## src/rtl/frt_pkg.sv

```systemverilog
package frt_pkg;
  typedef enum logic {
    OUT_STD  = 1'b0,
    OUT_FWFT = 1'b1
  } out_mode_e;
endpackage

```

## src/rtl/frt_ram.sv

```systemverilog
module frt_ram #(
  parameter int W  = 36,
  parameter int AW = 4
) (
  input  logic          clk,
  input  logic          we,
  input  logic [AW-1:0] waddr,
  input  logic [W-1:0]  wdata,
  input  logic [AW-1:0] raddr,
  output logic [W-1:0]  rdata
);
  localparam int DEPTH = 1 << AW;

  logic [W-1:0] mem [DEPTH];

  always_ff @(posedge clk) begin
    if (we) mem[waddr] <= wdata;
  end

  assign rdata = mem[raddr];
endmodule

```

## src/rtl/frt_ctrl.sv

```systemverilog
module frt_ctrl #(
  parameter int AW = 4
) (
  input  logic        clk,
  input  logic        rst_n,
  input  logic        part_rst_n,
  input  logic        wr_req,
  input  logic        rd_req,
  input  logic        mark,
  input  logic        retx,
  output logic [AW:0] wptr,
  output logic [AW:0] rptr,
  output logic [AW:0] mark_ptr,
  output logic [AW:0] count,
  output logic        mark_act,
  output logic        wr_fire,
  output logic        rd_fire,
  output logic        rt_fire,
  output logic        is_empty,
  output logic        is_full,
  output logic        is_half
);
  localparam int          DEPTH   = 1 << AW;
  localparam logic [AW:0] DEPTH_V = (AW+1)'(DEPTH);
  localparam logic [AW:0] HALF_V  = (AW+1)'(DEPTH / 2);

  // distance from tail to head, wrap handled by the extra pointer bit
  function automatic logic [AW:0] gap(input logic [AW:0] head, input logic [AW:0] tail);
    return head - tail;
  endfunction

  function automatic logic over_half(input logic [AW:0] n);
    return n > HALF_V;
  endfunction

  logic [AW:0] full_ref;
  logic        clr;

  assign clr      = ~rst_n | ~part_rst_n;
  assign full_ref = mark_act ? mark_ptr : rptr;
  assign count    = gap(wptr, rptr);
  assign is_empty = (count == '0);
  assign is_full  = (gap(wptr, full_ref) == DEPTH_V);
  assign is_half  = over_half(count);

  assign wr_fire  = wr_req & ~is_full;
  assign rt_fire  = retx & mark_act;
  assign rd_fire  = rd_req & ~is_empty & ~rt_fire;

  always_ff @(posedge clk) begin
    if (clr) begin
      wptr     <= '0;
      rptr     <= '0;
      mark_ptr <= '0;
      mark_act <= 1'b0;
    end else begin
      if (wr_fire) wptr <= wptr + 1'b1;
      if (rt_fire)      rptr <= mark_ptr;
      else if (rd_fire) rptr <= rptr + 1'b1;
      if (mark && !mark_act) mark_ptr <= rptr;
      mark_act <= mark;
    end
  end
endmodule

```

## src/rtl/frt_out.sv

```systemverilog
module frt_out
  import frt_pkg::*;
#(
  parameter int W = 36
) (
  input  logic         clk,
  input  logic         rst_n,
  input  logic         part_rst_n,
  input  out_mode_e    mode,
  input  logic         rd_fire,
  input  logic [W-1:0] ram_q,
  input  logic         is_empty,
  input  logic         is_full,
  output logic [W-1:0] rd_data,
  output logic         flag_rd,
  output logic         flag_wr
);
  logic [W-1:0] std_q;

  always_ff @(posedge clk) begin
    if (!rst_n || !part_rst_n) std_q <= '0;
    else if (rd_fire && mode == OUT_STD) std_q <= ram_q;
  end

  always_comb begin
    if (mode == OUT_FWFT) begin
      rd_data = is_empty ? '0 : ram_q;
      flag_rd = ~is_empty;
      flag_wr = ~is_full;
    end else begin
      rd_data = std_q;
      flag_rd = is_empty;
      flag_wr = is_full;
    end
  end
endmodule

```

## src/rtl/rewind_fifo.sv

```systemverilog
module rewind_fifo
  import frt_pkg::*;
#(
  parameter int W  = 36,
  parameter int AW = 4
) (
  input  logic         clk,
  input  logic         rst_n,
  input  logic         part_rst_n,
  input  logic         fwft_sel,
  input  logic         wr_en,
  input  logic         wr_cs,
  input  logic [W-1:0] wr_data,
  input  logic         rd_en,
  input  logic         rd_cs,
  input  logic         mark,
  input  logic         retx,
  output logic [W-1:0] rd_data,
  output logic         flag_rd,
  output logic         flag_wr,
  output logic         half_full
);
  out_mode_e   mode_q;
  logic [AW:0] wptr, rptr, mark_ptr, count;
  logic        mark_act, wr_fire, rd_fire, rt_fire;
  logic        is_empty, is_full, is_half;
  logic [W-1:0] ram_q;

  always_ff @(posedge clk) begin
    if (!rst_n) mode_q <= fwft_sel ? OUT_FWFT : OUT_STD;
  end

  frt_ctrl #(.AW(AW)) u_ctrl (
    .clk(clk), .rst_n(rst_n), .part_rst_n(part_rst_n),
    .wr_req(wr_en & wr_cs), .rd_req(rd_en & rd_cs),
    .mark(mark), .retx(retx),
    .wptr(wptr), .rptr(rptr), .mark_ptr(mark_ptr), .count(count),
    .mark_act(mark_act), .wr_fire(wr_fire), .rd_fire(rd_fire), .rt_fire(rt_fire),
    .is_empty(is_empty), .is_full(is_full), .is_half(is_half)
  );

  frt_ram #(.W(W), .AW(AW)) u_ram (
    .clk(clk), .we(wr_fire), .waddr(wptr[AW-1:0]), .wdata(wr_data),
    .raddr(rptr[AW-1:0]), .rdata(ram_q)
  );

  frt_out #(.W(W)) u_out (
    .clk(clk), .rst_n(rst_n), .part_rst_n(part_rst_n), .mode(mode_q),
    .rd_fire(rd_fire), .ram_q(ram_q), .is_empty(is_empty), .is_full(is_full),
    .rd_data(rd_data), .flag_rd(flag_rd), .flag_wr(flag_wr)
  );

  assign half_full = is_half;
endmodule

```

## config.mk

```make
export PLATFORM = sky130hd
export DESIGN_NAME = rewind_fifo
export DESIGN_NICKNAME = d
export VERILOG_FILES = /design/src/rtl/frt_pkg.sv /design/src/rtl/frt_ram.sv /design/src/rtl/frt_ctrl.sv /design/src/rtl/frt_out.sv /design/src/rtl/rewind_fifo.sv
export SDC_FILE = /design/constraint.sdc
export NUM_CORES = 1
export LEC_CHECK = 0
export BUFFER_PORTS_ARGS = -buffer_cell sky130_fd_sc_hd__buf_2
export CAP_MARGIN = 5
export CORE_MARGIN = 2
export CORE_UTILIZATION = 45
export DETAILED_ROUTE_END_ITERATION = 10
export HOLD_SLACK_MARGIN = 0.12
export PLACE_DENSITY = 0.6
export SLEW_MARGIN = 20
export SYNTH_ARGS = -nofsm -noshare
export SYNTH_HDL_FRONTEND = slang
export SYNTH_SLANG_ARGS = --single-unit
```

## constraint.sdc

```tcl
create_clock -name clk -period 17 [get_ports clk]
set_input_delay 2.55 -clock clk [delete_from_list [all_inputs] [get_ports clk]]
set_output_delay 2.55 -clock clk [all_outputs]
set_load 0.01 [all_outputs]
```

* After elaboration in Yosys (flattened, before gate mapping)
Memories as Yosys holds them, arrays and structs flattened. A register that Yosys moved wholly into a read port is not among the register bits.
Cells that the tools add are included.
** Storage, ports and cells
- Register bits :: 53
- Bits in latches :: 0
- RAM bits :: 576
- Memory bits (read-only) :: 0
- Input port bits :: 46
- Output and inout port bits :: 39
- Logic and storage cells :: 46
- Memories kept :: 1
** Operators by class
- Add/sub/neg operators :: 4
- Multiply operators :: 0
- Div/mod/pow operators :: 0
- Magnitude comparators :: 1
- Equal/unequal tests :: 1
- Shift operators :: 0
- Multiplexer cells :: 12
- Bitwise gates (word level) :: 13
- Reductions and logical operators :: 8
** Memory list
- u_ram.mem :: depth 16, width 36, read ports 1, clocked after memory_dff 1, wr ports 1, RTL line frt_ram.sv:14 : logic [W-1:0] mem [DEPTH];
** Operators by type and width (count)
- two-way mux 36 bit :: 2
- two-way mux 5 bit :: 3
- adder 5 x 1 -> 5 bit (second input constant) :: 2
- subtractor 5 bit :: 2
- two-way mux 4 bit :: 2
- bitwise AND 1 bit :: 6
- inverter 1 bit :: 6
- equality test 5 bit (second input constant) :: 1
- > comparator 5 x 4 -> 1 bit (second input constant) :: 1
- logical NOT 5 bit :: 1
- two-way mux 1 bit :: 5
- logical NOT 1 bit :: 3
- logical AND 1 bit :: 2
- nonzero test 2 bit :: 1
- logical OR 1 bit :: 1
- bitwise OR 1 bit :: 1

* Depth between registers and ports, before layout
- Depth in word-level cells :: 9
- Gate-level depth with buffers :: 12

* By module
A second synthesis with hierarchy kept.
** Unflattened totals
- Cell total of the unflattened synthesis :: 1314
- Area total of the unflattened synthesis :: 24676.2 um^2
** By module, submodules not included
- frt_ram :: times used 1, cells an instance 902, area an instance 21599.5 um^2
- frt_out :: times used 1, cells an instance 279, area an instance 1901.8 um^2
- frt_ctrl :: times used 1, cells an instance 129, area an instance 1128.6 um^2
- rewind_fifo :: times used 1, cells an instance 4, area an instance 46.3 um^2

* Worst setup path after synthesis
No wires, ideal clock.
- Path type :: input -> register
- Start :: input wr_en
- End :: memory u_ram.mem[3][0], enable pin
- Library setup time :: 0.519 ns
- Arrival time :: 6.352 ns
- Data required time :: 16.481 ns
- Slack :: 10.129 ns
- Cell stages on the path :: 3
- Cells stage by stage :: and2_1 -> nand3b_1 -> nor4_1
** On the way
- Cells in the longest elaborated chain, start to end :: 4
** Ends and longest elaborated chain
- start: declaration :: RTL line rewind_fifo.sv:11 : input logic wr_en,
- bitwise AND 1 bit :: RTL line rewind_fifo.sv:35 : .wr_req(wr_en & wr_cs), .rd_req(rd_en & rd_cs),
- bitwise AND 1 bit :: RTL line frt_ctrl.sv:46 : assign wr_fire = wr_req & ~is_full;
- two-way mux 1 bit :: RTL line frt_ram.sv:17 : if (we) mem[waddr] <= wdata;
- two-way mux 1 bit (not written as such) :: RTL line frt_ram.sv:17
- end: declaration :: RTL line frt_ram.sv:14
Every way passes these cells.

==> impl_metrics.yaml <==
synth:
  synth_top_family_by_area: "multiplexers"
  synthAdderAreaFrac_pct: 0.704
  netlist_area_sq_mm: 0.0249
  ys_ff_latch: 633
  synthXorXnorAreaFrac_pct: 0.372
  netlist.area_leader.share_pct: 69.6
  postSynthAreaPerCell_sq_um: 20.4
  async_reset_ff_share_pct: 0
  synth_compound_area_share_pct: 1.70
  yosysWarnings: 0
  syn_nets: 1282
  synth_mux_area_share_pct: 18.2
  yosys-top-cells-count: "edfxtp_1, mux4_2, dfxtp_1"
  synth_most_common_cell: "edfxtp_1"
  yosysTopAreaCell: "edfxtp_1"
  synth_edf_count: 577
  synth_simple_gate_area_share_pct: 2.96
  ys_top_cells_by_area: "edfxtp_1, mux4_2, dfxtp_1"
  yosysUniqueCellTypes: 47
  netlist_instances: 1222
  ys.flop_type: "edfxtp_1"
  ys_seq_area_share_pct: 74.1
global_routing:
  antenna_found_initial: 4
  grt_pass1_vias: 12465
  grt_pass1_wl_um: 83400
  grt_max_degree: 49
  overflow: 0
  grt_usage_pct: 20.3
timing:
  finClkSkew_ns: 0.0228
  slew_headroom_pct: 32.3
  max_freq_mhz: 145
  setup_viol_count_final: 0
  rsz0062_at_grt: "false"
  hold_viol: 0
  fin_crit_sh_pct: 40.7
  worst_slew_pin_slew_ns: 1.02
  layout_setup_ws_ns: 10.09
  slew_violations: 0
  tns_ns: 0
  layout_min_cycle_time_ns: 6.91
placed_design:
  port_buffers: 84
  place_hpwl_um: 26600
  dp_slack_ns: 10.53
  gp_congestion: 0.706
floorplan:
  core-area_sq_mm: 0.0549
  ios: 85
  start_util_pct: 45.4
  placement_rows: 86
  die_area_sq_mm: 0.0572
  die_height_um: 239
  die_w_um: 239
worst_setup_path:
  slowest_delay_ns: 0.84
  endpoint_kind: "primary output"
  cp_data_arrival_time_ns: 4.36
  ff2ff_setup_slack_ns: 13.02
  slowest_stage: "buf_4"
  crit_path_cell_trace: "buf_4 > buf_4 > mux4_2 > mux4_2 > nand3_1 > o21ai_0 > buf_2"
  worst_ep_required_time_ns: 14.45
  start_kind: "flip-flop"
  regToRegEndpoint: "u_ram.mem[2][16]"
  crit_type: "reg -> out"
  cp_max_fo: 45
  rr_worst_depth: 9
  r2r_start: "u_ctrl.mark_act"
cts:
  cts_buffers: 61
  clockRootBuffer: "clkbuf_16"
  clock_latency_ns: 0.62
  hold_buffers: 0
  cts_resized: 0
  post_cts_buffers: 0
  clock-sinks: 633
  htree_levels: 2
  cts_tree: "done"
  cts.clk_slew.worst_paths_ns: 0.06
  clk_path_buf_depth: 3
worst_hold_path:
  hold_depth: 2
  holdCritPathClass: "reg -> reg"
  min_delay_worst_endpoint: "u_out.std_q[9]"
  min_from: "u_out.std_q[9]"
finish:
  drive_gt1_share_pct: 29.7
  fill_cells: 4349
  fin_util_pct: 51.4
  regArea_sq_mm: 0.0185
  multi_input_area_sq_mm: 0.00606
  final_nets: 1387
  area_growth_pct: 13.3
routing:
  ant_nets: 0
  drtIter0Drc: 1182
  routed_wl_um: 56400
  drcViolationCount: 0
  via_count: 12071
  wire_per_inst_um: 27.1
  via_per_inst: 5.80
  dr.pass1.iters: 5
power_and_ir_drop:
  powerDensity_mw_per_mm2: 113
  ir_drop_mv: 0.0674
  p_leak_uw: 0.00866
outcome:
  outcome: "complete, no violations"
run:
  drv_cap: 0
## flip-flops by register name, indices dropped and copies added, names as in the netlist, named ones only
signal and flops:
u_ctrl.mark_act 1, u_ctrl.wptr 5, u_ctrl.mark_ptr 5, u_out.std_q 36
mode_q 1, u_ram.mem 576, u_ctrl.rptr 5
## critical path, delay by kind of cell, from the launching register on
kind / cells / cell delay (ns)
DFF: 1 / 0.63
AOI/OAI and AO/OA: 1 / 0.17
muxes: 2 / 1.11
and+or+nand+nor: 1 / 0.10
buffers and inverters: 3 / 1.70
## layer usage
metal | vias up | global-route usage (%) | wire, um
li1 | 5213 | - | -
met1 | 6438 | 27.9 | 23800
met2 | 335 | 34.4 | 28500
met3 | 79 | 3.02 | 3000
met4 | 6 | 5.25 | 1080
met5 | - | 0 | 32
## where the power goes
group | switching, uW | internal (uW)
combinational | 83.5 | 51.1
sequential | 5.74 | 1700
clock | 568 | 781
## cells in the final DEF (no fill, tap or decap), drive strengths merged, types with 2 or more instances in the layout
cell type / n
buf: 111
ha: 14
nor2: 47
o31ai: 4
clkbuf: 70
and4: 2
xnor2: 7
mux2i: 45
nand3: 37
nor3: 18
a211oi: 2
bufinv: 8
nor4: 5
nand3b: 3
diode: 2
o21bai: 2
mux4: 180
o21ai: 45
edfxtp: 577
dfxtp: 56
or3: 2
o211ai: 2
a31oi: 3
o311ai: 2
inv: 46
nand2b: 5
a21oi: 11
nand2: 20
and2: 3
nor2b: 6
clkinv: 32
## cell type report
| type | count | share of cell area, % |
|---|---|---|
| sequential | 633 | 65.4 |
| multi-input combinational | 476 | 21.5 |
| clock buffer | 70 | 5.57 |
| tap | 704 | 3.12 |
| timing repair buffer | 111 | 2.29 |
| clock inverter | 43 | 1.49 |
| inverter | 44 | 0.585 |
| antenna | 2 | 0.0177 |
## worst max path at each step
stage / cells after the start / to / slack, ns
global route: 7 / rd_data[12] / 9.73
finish: 7 / rd_data[12] / 10.09
floorplan: 3 / u_ram.mem[3][0] / 10.13
global placement: 7 / rd_data[19] / 10.54
CTS: 7 / rd_data[12] / 9.88
detailed placement: 7 / rd_data[12] / 10.53
## kinds of logic (layout without fill, tap and decap cells)
| kind of cell | after synthesis | in the layout |
|---|---|---|
| multiplexers | 226 | 226 |
| AO/OA/AOI/OAI | 74 | 74 |
| adder cells (fa/ha/maj) | 14 | 14 |
| flip-flops | 633 | 633 |
| buffers and inverters | 113 | 268 |
| AND/OR/NAND/NOR | 153 | 153 |
| other | 0 | 2 |
| XOR/XNOR | 9 | 9 |
## through the flow
stage                     hold WS [ns]  total power [uW]  instance area (sq um)  cells
after global routing             0.523              3290                  28200   2081
after CTS                        0.497              3230                  28200   2081
after detailed placement         0.481              1880                  26200   1968
after floorplan                  0.460              1820                  24900   1222
final                            0.492              3190                  28200   2083
after global placement           0.472              1880                  26200   1967
Power figures use the tool's default switching activity.
